`config.mk`:
```
export PLATFORM = sky130hd
export DESIGN_NAME = scan_sync_gen
export DESIGN_NICKNAME = d
export VERILOG_FILES = /design/src/rtl/scan_sync_pkg.sv /design/src/rtl/scan_hcount.sv /design/src/rtl/scan_window.sv /design/src/rtl/scan_vctrl.sv /design/src/rtl/scan_pins.sv /design/src/rtl/scan_sync_gen.sv
export SDC_FILE = /design/constraint.sdc
export NUM_CORES = 1
export LEC_CHECK = 0
export ABC_CLOCK_PERIOD_IN_PS = 3660
export BUFFER_PORTS_ARGS = -buffer_cell sky130_fd_sc_hd__buf_2
export CAP_MARGIN = 20
export CELL_PAD_IN_SITES_DETAIL_PLACEMENT = 2
export CELL_PAD_IN_SITES_GLOBAL_PLACEMENT = 2
export CORE_MARGIN = 4
export CORE_UTILIZATION = 30
export CTS_BUF_LIST = sky130_fd_sc_hd__clkbuf_16
export CTS_CLUSTER_DIAMETER = 60
export CTS_CLUSTER_SIZE = 12
export DETAILED_ROUTE_END_ITERATION = 8
export PLACE_DENSITY = 0.88
export SLEW_MARGIN = 20
export SYNTH_ARGS = -nofsm -noshare
export SYNTH_HDL_FRONTEND = slang
export SYNTH_SLANG_ARGS = --single-unit
```
`constraint.sdc`:
```
create_clock -name clk -period 3.66 [get_ports clk]
set_input_delay 0.549 -clock clk [delete_from_list [all_inputs] [get_ports clk]]
set_output_delay 0.549 -clock clk [all_outputs]
set_load 0.03 [all_outputs]
```
`src/rtl/scan_sync_pkg.sv`:
```
`timescale 1ns/1ps
package scan_sync_pkg;

  typedef enum logic {
    SEL_VSYNC  = 1'b0,
    SEL_VBLANK = 1'b1
  } vctrl_sel_e;

  // Position after adding an offset on a line of 'len' clocks.
  function automatic int unsigned line_wrap(input int unsigned pos,
                                            input int unsigned ofs,
                                            input int unsigned len);
    return (pos + ofs) % len;
  endfunction

  // Half-open window test on a line position: start <= pos < stop,
  // or wrapping when start > stop.
  function automatic logic in_window(input int unsigned pos,
                                     input int unsigned start,
                                     input int unsigned stop);
    if (start <= stop) return (pos >= start) && (pos < stop);
    else               return (pos >= start) || (pos < stop);
  endfunction

endpackage

```
`src/rtl/scan_hcount.sv`:
```
`timescale 1ns/1ps
module scan_hcount #(
  parameter int unsigned LINE_CLKS = 228,
  parameter int unsigned HW        = $clog2(LINE_CLKS)
) (
  input  logic          clk,
  input  logic          rst,
  output logic [HW-1:0] hpos,
  output logic [HW-1:0] hpos_next,
  output logic          line_end
);

  localparam logic [HW-1:0] LAST_POS = HW'(LINE_CLKS - 1);

  assign line_end  = (hpos == LAST_POS);
  assign hpos_next = line_end ? '0 : hpos + 1'b1;

  always_ff @(posedge clk) begin
    if (rst) hpos <= '0;
    else     hpos <= hpos_next;
  end

  // the last position is followed by zero
  p_line_wrap_r1: assert property (@(posedge clk) disable iff (rst)
    (hpos == LAST_POS) |=> (hpos == '0));

  // the counter never leaves the line
  p_pos_range_r1: assert property (@(posedge clk) disable iff (rst)
    (hpos <= LAST_POS));

endmodule

```
`src/rtl/scan_window.sv`:
```
`timescale 1ns/1ps
module scan_window #(
  parameter int unsigned HW = 8
) (
  input  logic          clk,
  input  logic          rst,
  input  logic [HW-1:0] hpos,
  input  logic [HW-1:0] hpos_next,
  input  logic [HW-1:0] open_at,
  input  logic [HW-1:0] close_at,
  output logic          win
);

  logic opening;
  logic closing;

  assign opening = (hpos_next == open_at);
  assign closing = (hpos_next == close_at);

  always_ff @(posedge clk) begin
    if (rst)          win <= 1'b0;
    else if (opening) win <= 1'b1;
    else if (closing) win <= 1'b0;
  end

  // the window opens only at its start position
  p_window_open_r2: assert property (@(posedge clk) disable iff (rst)
    $rose(win) |-> (hpos == open_at));

  // the window closes only at its stop position
  p_window_close_r3: assert property (@(posedge clk) disable iff (rst)
    $fell(win) |-> (hpos == close_at));

endmodule

```
`src/rtl/scan_vctrl.sv`:
```
`timescale 1ns/1ps
module scan_vctrl
  import scan_sync_pkg::*;
#(
  parameter int unsigned DW       = 8,
  parameter int unsigned CTRL_BIT = 1
) (
  input  logic          clk,
  input  logic          rst,
  input  logic          wr_en,
  input  logic          wr_sel,
  input  logic [DW-1:0] wr_data,
  output logic          vsync_lvl,
  output logic          vblank_lvl
);

  logic wr_vsync;
  logic wr_vblank;
  logic new_lvl;

  assign wr_vsync  = wr_en && (vctrl_sel_e'(wr_sel) == SEL_VSYNC);
  assign wr_vblank = wr_en && (vctrl_sel_e'(wr_sel) == SEL_VBLANK);
  assign new_lvl   = wr_data[CTRL_BIT];

  always_ff @(posedge clk) begin
    if (rst) begin
      vsync_lvl  <= 1'b0;
      vblank_lvl <= 1'b0;
    end else begin
      if (wr_vsync)  vsync_lvl  <= new_lvl;
      if (wr_vblank) vblank_lvl <= new_lvl;
    end
  end

  // a vertical sync write loads bit CTRL_BIT and leaves blank alone
  p_vsync_write_r7: assert property (@(posedge clk) disable iff (rst)
    (wr_en && !wr_sel) |=> (vsync_lvl == $past(wr_data[CTRL_BIT]))
                           && $stable(vblank_lvl));

  // a vertical blank write loads bit CTRL_BIT and leaves sync alone
  p_vblank_write_r7: assert property (@(posedge clk) disable iff (rst)
    (wr_en && wr_sel) |=> (vblank_lvl == $past(wr_data[CTRL_BIT]))
                          && $stable(vsync_lvl));

  // without a write the levels hold
  p_levels_hold_r7: assert property (@(posedge clk) disable iff (rst)
    !wr_en |=> ($stable(vsync_lvl) && $stable(vblank_lvl)));

endmodule

```
`src/rtl/scan_pins.sv`:
```
`timescale 1ns/1ps
module scan_pins (
  input  logic clk,
  input  logic rst,
  input  logic hsync_win,
  input  logic hblank_win,
  input  logic vsync_lvl,
  input  logic vblank_lvl,
  output logic sync_n,
  output logic blank_n
);

  logic sync_n_d;
  logic blank_n_d;

  assign sync_n_d  = hsync_win ~^ vsync_lvl;
  assign blank_n_d = ~(hblank_win | vblank_lvl);

  always_ff @(posedge clk) begin
    if (rst) begin
      sync_n  <= 1'b1;
      blank_n <= 1'b1;
    end else begin
      sync_n  <= sync_n_d;
      blank_n <= blank_n_d;
    end
  end

  // vertical blank held over a full cycle forces the pin low
  p_vblank_pin_r6: assert property (@(posedge clk) disable iff (rst)
    vblank_lvl |=> !blank_n);

endmodule

```
`src/rtl/scan_sync_gen.sv`:
```
`timescale 1ns/1ps
module scan_sync_gen
  import scan_sync_pkg::*;
#(
  parameter int unsigned LINE_CLKS    = 228,
  parameter int unsigned HSYNC_START  = 16,
  parameter int unsigned HSYNC_STOP   = 32,
  parameter int unsigned HBLANK_START = 224,
  parameter int unsigned HBLANK_STOP  = 64,
  parameter int unsigned HBLANK_SHIFT = 4,
  parameter int unsigned DW           = 8,
  parameter int unsigned CTRL_BIT     = 1,
  parameter int unsigned HW           = $clog2(LINE_CLKS)
) (
  input  logic          clk,
  input  logic          rst,
  input  logic          wr_en,
  input  logic          wr_sel,
  input  logic [DW-1:0] wr_data,
  input  logic          hblank_late,
  output logic          sync_n,
  output logic          blank_n,
  output logic [HW-1:0] hpos,
  output logic          active_video
);

  localparam logic [HW-1:0] HS_OPEN   = HW'(line_wrap(HSYNC_START, 0, LINE_CLKS));
  localparam logic [HW-1:0] HS_CLOSE  = HW'(line_wrap(HSYNC_STOP, 0, LINE_CLKS));
  localparam logic [HW-1:0] HB_OPEN_E = HW'(line_wrap(HBLANK_START, 0, LINE_CLKS));
  localparam logic [HW-1:0] HB_SHUT_E = HW'(line_wrap(HBLANK_STOP, 0, LINE_CLKS));
  localparam logic [HW-1:0] HB_OPEN_L = HW'(line_wrap(HBLANK_START, HBLANK_SHIFT, LINE_CLKS));
  localparam logic [HW-1:0] HB_SHUT_L = HW'(line_wrap(HBLANK_STOP, HBLANK_SHIFT, LINE_CLKS));

  logic [HW-1:0] hpos_next;
  logic          line_end;
  logic [HW-1:0] hb_open;
  logic [HW-1:0] hb_close;
  logic          hsync_win;
  logic          hblank_win;
  logic          vsync_lvl;
  logic          vblank_lvl;

  assign hb_open  = hblank_late ? HB_OPEN_L : HB_OPEN_E;
  assign hb_close = hblank_late ? HB_SHUT_L : HB_SHUT_E;

  scan_hcount #(.LINE_CLKS(LINE_CLKS), .HW(HW)) u_hcount (
    .clk       (clk),
    .rst       (rst),
    .hpos      (hpos),
    .hpos_next (hpos_next),
    .line_end  (line_end)
  );

  scan_window #(.HW(HW)) u_hsync_win (
    .clk       (clk),
    .rst       (rst),
    .hpos      (hpos),
    .hpos_next (hpos_next),
    .open_at   (HS_OPEN),
    .close_at  (HS_CLOSE),
    .win       (hsync_win)
  );

  scan_window #(.HW(HW)) u_hblank_win (
    .clk       (clk),
    .rst       (rst),
    .hpos      (hpos),
    .hpos_next (hpos_next),
    .open_at   (hb_open),
    .close_at  (hb_close),
    .win       (hblank_win)
  );

  scan_vctrl #(.DW(DW), .CTRL_BIT(CTRL_BIT)) u_vctrl (
    .clk        (clk),
    .rst        (rst),
    .wr_en      (wr_en),
    .wr_sel     (wr_sel),
    .wr_data    (wr_data),
    .vsync_lvl  (vsync_lvl),
    .vblank_lvl (vblank_lvl)
  );

  scan_pins u_pins (
    .clk        (clk),
    .rst        (rst),
    .hsync_win  (hsync_win),
    .hblank_win (hblank_win),
    .vsync_lvl  (vsync_lvl),
    .vblank_lvl (vblank_lvl),
    .sync_n     (sync_n),
    .blank_n    (blank_n)
  );

  assign active_video = ~hblank_win;

  // the sync pin follows the sync window of the previous position
  p_sync_pin_r5: assert property (@(posedge clk) disable iff (rst)
    1'b1 |=> (sync_n == (in_window(int'($past(hpos)), HSYNC_START, HSYNC_STOP)
                         ~^ $past(vsync_lvl))));

  // a visible position reaches the blank pin unless vertical blank was set
  p_active_pin_r9: assert property (@(posedge clk) disable iff (rst)
    active_video |=> (blank_n || $past(vblank_lvl)));

  // the blank window only opens at the end of a line or the wrap
  p_blank_only_wrap_r3: assert property (@(posedge clk) disable iff (rst)
    $rose(hblank_win) |-> (hpos == hb_open));

endmodule

```
Yosys cells after proc, flatten, opt, wreduce, memory -nomap -nowiden
Index checks and enable logic that the tools add are counted.
{ "totals": {"regBits": 14, "input_bits": 13, "wordCells": 29} }
{ "op_classes": {"addsub": 1, "eq_ne": 5, "n_mux": 7, "bitwise": 5, "n_reduce_logical": 4} }
{ "op_table": {"columns": ["operator", "n"], "rows": [
  ["8-bit two-way mux", 2],
  ["8-bit by 1-bit adder with 8-bit output, second input constant", 1],
  ["8-bit by 5-bit == test with 1-bit output, second input constant", 1],
  ["8-bit by 6-bit == test with 1-bit output, second input constant", 1],
  ["8-bit by 7-bit == test with 1-bit output", 1],
  ["8-bit == test", 1],
  ["8-bit == test, second input constant", 1],
  ["1-bit two-way mux", 4],
  ["2-bit nonzero test", 2],
  ["3-bit two-way mux", 1],
  ["1-bit NOT", 3],
  ["1-bit logical AND", 2],
  ["1-bit bitwise OR", 1],
  ["1-bit bitwise XNOR", 1]
]} }

Logic depth before layout (Yosys ltp)
{ "logic_depth": {"depth_word": 5, "mapped_depth": 7, "ltp_nobuf": 7} }

By module
A second synthesis with hierarchy kept.
{ "hier_totals": {"cells_unflattened": 109, "hier_area_um2": 1004.7} }
{ "modules_own_cells": {"columns": ["mod", "instances", "cells_each", "area_each_um2", "seq_area_each_um2"], "rows": [
  ["scan_window", 2, 24, 219.0, 20.0],
  ["scan_hcount", 1, 43, 396.6, 160.2],
  ["scan_vctrl", 1, 9, 92.6, 40.0],
  ["scan_pins", 1, 5, 62.6, 40.0],
  ["scan_sync_gen", 1, 4, 15.0, 0.0]
]} }

Least setup slack after synthesis
OpenSTA, ideal clock, no wires.
{ "synth_path": {"path_kind": "flip-flop to flip-flop", "start": "register u_hcount.hpos[0]", "end": "register u_hsync_win.win", "setup_ps": 132, "arrival_ps": 1982, "t_required_ps": 3528, "setup_slack_ps": 1546, "stages_incl_launch_ff": 8, "period_less_slack_ps": 2114, "cell_sequence": "dfxtp_1 > ha_1 > and4bb_1 > o21ai_1 > a211oi_2 > o2111a_1 > mux2i_1 > a21oi_1"} }
{ "synth_via": {"elab_chain_len": 4, "elab_cells_between_ends": 7, "cone_classes": "add/sub (1); eq/ne (3); mux (2); reduce/logical (1)"} }
{ "synth_rtl": {"columns": ["item", "line_no", "text"], "rows": [
  ["from (decl)", "scan_hcount.sv:8", "output logic [HW-1:0] hpos,"],
  ["from (signal assigned)", "scan_hcount.sv:20", "else hpos <= hpos_next;"],
  ["8-bit by 1-bit adder with 8-bit output / 8-bit == test (equally long branches)", "scan_hcount.sv:16, scan_hcount.sv:15", null],
  ["8-bit two-way mux *", "scan_hcount.sv:16", "assign hpos_next = line_end ? '0 : hpos + 1'b1;"],
  ["8-bit by 5-bit == test with 1-bit output / 8-bit by 6-bit == test with 1-bit output (equally long branches)", "scan_window.sv:17, scan_window.sv:18", null],
  ["1-bit two-way mux / 2-bit nonzero test (equally long branches)", null, null],
  ["to (signal assigned)", "scan_window.sv:21", "if (rst) win <= 1'b0;"],
  ["to (signal assigned)", "scan_window.sv:22", "else if (opening) win <= 1'b1;"],
  ["to (signal assigned)", "scan_window.sv:23", "else if (closing) win <= 1'b0;"],
  ["to (decl)", "scan_window.sv:11", "output logic win"]
]} }
Mark *: on every way between the ends. The rest lies on a longest branch, timed or not.
A chain may end at the register's enable or synchronous reset.

Worst setup path after layout
Same ends and word-level chain as after synthesis.

==> metrics.txt <==
maxcap violations 0; worst r2r src u_hcount.hpos[0]; syn_nets 103; Sink Count 14; LEAKAGE 0.360 nW; pin count of the biggest net entering global routing 16; Setup crit end kind flop; startpoint types flop; # diodes 0; # DRC 0; Starting Density 31.6%; vias per inst 5.31; RD Place Congestion 0.740; Post-DRT Antenna Nets 0; fin crit share 63.4%; min Tclk post-route 2.32 ns; max-slew violation count 0; Post-Syn Area per Cell 8.79 sq um; Fillers 293; area taken by multi-input logic gates 454 sq um; CTS Hold Bufs 0; crit path max fanout 7; status complete, no violations; Synthesis Warnings 0; Final Hold Fails 0; Worst Hold Launch u_hblank_win.win; Remaining Overflow, GRT 0; vias in the first global route 742; wirelength, routed 2290 um; Layout area overhead 21.0%; global-route wire length before repair 3730 um; DR vias 711; post_cts resized 0; Hold Crit Class reg2reg; clk slew on worst S/H paths 0.05 ns; DR WL/cell 17.1 um; Crit Path Class reg2reg; count of final setup violators 0; Die Width 59.1 um; Total GRT Usage 14.7%; layout cells sized above 1 23.1%; Max clock buf depth 2; RSZ-0062 raised after global routing no; Post-Syn Area 782 sq um; CP Data Arrival Time 2.44 ns; CORE AREA 2480 sq um; Die H 59.1 um; pwr dens 449 nW/um^2; #FFs+latches synth 14; critical path required time 3.78 ns; Final Util 38.2%; Clock Latency Late Sink 0.24 ns; TNS Setup 0 ns; Die ar. 3490 sq um; clk_skew 0.00134 ns; Primary FF master, synth dfxtp_1; upper clock frequency limit 431 MHz; Overall Power 0.000424 W; Setup Fix Bufs, Post-CTS 0; Port Buf Inserts 16; Worst Tran Pin Value 0.584 ns; Iteration-0 DRC Markers 24; Cell Rows 18; Slew HR 60.8%; CTS Buf Count 3; Worst Setup SP u_hcount.hpos[0]; CTS tree built; sequential share of the synthesized area 35.8%; EDFF count, synth 0; initial antenna violation count 0; Cells after Synth 89; nets@finish 119; Post-synth ARST share 0%; count of boundary I/O pins 24; htree depth 1; Storage cell area 280 sq um; HPWL Detailed 1580 um; iteration count of the initial detailed-routing pass 4; Distinct cells, synth 39; VDD IR max 0.188 mV; Root Driver clkbuf_16
-- cell usage after synthesis (2+ instances only) --
cell type | n | area share [%]
dfxtp_1 | 14 | 36
nand2_1 | 7 | 3.4
nor2_1 | 6 | 2.9
a21oi_1 | 4 | 2.6
inv_1 | 4 | 1.9
nand3_1 | 4 | 2.6
nor3_1 | 4 | 2.6
xnor2_1 | 4 | 4.5
a211oi_1 | 3 | 2.9
nor2b_1 | 3 | 2.4
xor2_1 | 3 | 3.4
and2_1 | 2 | 1.6
mux2i_1 | 2 | 2.6
nand2b_1 | 2 | 1.6
o21ai_0 | 2 | 1.3
o22ai_1 | 2 | 1.6
-- sequential cells by signal, indices dropped and copies added, names as in the netlist --
name                count
u_pins.blank_n          1
u_hblank_win.win        1
u_hcount.hpos           8
u_pins.sync_n           1
u_vctrl.vsync_lvl       1
u_hsync_win.win         1
u_vctrl.vblank_lvl      1
-- final timing paths --
path | end | slack, ns | cells past startpoint
worst max-delay path | u_hsync_win.win | 1.34 | 7
worst min-delay path | u_pins.blank_n | 0.43 | 1
worst max register to register | u_hsync_win.win | 1.34 | 7
worst min register to register | u_pins.blank_n | 0.43 | 1
-- layer usage --
layer | vias to the layer above | track usage [%] | wire, um
met1 | 353 | 17.4 | 987
met3 | 2 | 1.96 | 47
li1 | 347 | - | -
met2 | 9 | 25.4 | 1220
met4 | 0 | 7.77 | 38
met5 | - | 0 | 0
-- cells in the final DEF (no fill, tap or decap), types with 2 or more instances in the layout --
cell       synthesis  routed
buf_2              1      16
dfxtp_1           14      14
nand2_1            7       7
nor2_1             6       6
inv_1              4       4
nand3_1            4       4
nor3_1             4       4
xnor2_1            4       4
a21oi_1            4       4
a211oi_1           3       3
xor2_1             3       3
nor2b_1            3       3
clkbuf_16          0       3
nand2b_1           2       2
o22ai_1            2       2
and2_1             2       2
mux2i_1            2       2
o21ai_0            2       2
-- cells by family (layout without fill, tap and decap cells) --
family,count (synthesis),in the layout,share of synthesized area (%)
mux,2,2,2.56
compound gates,18,18,17.0
buf+inv,9,24,6.08
xor+xnor,7,7,7.84
simple gates,38,38,29.1
flops,14,14,35.8
fa+ha+maj,1,1,1.60
-- critical path, stage by stage, from the launching register on --
cell and delay, ns:
dfxtp_1 0.42, ha_1 0.37, nand3_1 0.29, and3_1 0.29
a211oi_2 0.30, o2111a_1 0.26, mux2i_1 0.20, a21oi_1 0.08
-- report_power, final --
group          leakage (nW)  internal (W)  switching [W]
combinational         0.207     0.0000177      0.0000289
sequential            0.114      0.000160     0.00000839
clock                0.0385      0.000145      0.0000645
total                 0.360      0.000322       0.000102
-- final cells by class --
| class | instances | area share (%) |
|---|---|---|
| Clock inverter | 1 | 0.397 |
| Clock buffer | 3 | 7.94 |
| Inverter | 4 | 1.59 |
| Multi-Input combinational cell | 66 | 48.0 |
| Tap cell | 30 | 3.97 |
| Timing Repair Buffer | 16 | 8.47 |
| Sequential cell | 14 | 29.6 |
-- metrics by stage --
stage	cell area (sq um)	setup slack (ns)	instances	hold WS [ns]
floorplan	782	1.55	89	0.407
global placement	867	1.55	130	0.415
detailed placement	867	1.40	130	0.424
CTS	946	1.33	134	0.432
global route	946	1.13	134	0.440
finish	946	1.34	134	0.430
Power figures use the tool's default switching activity.
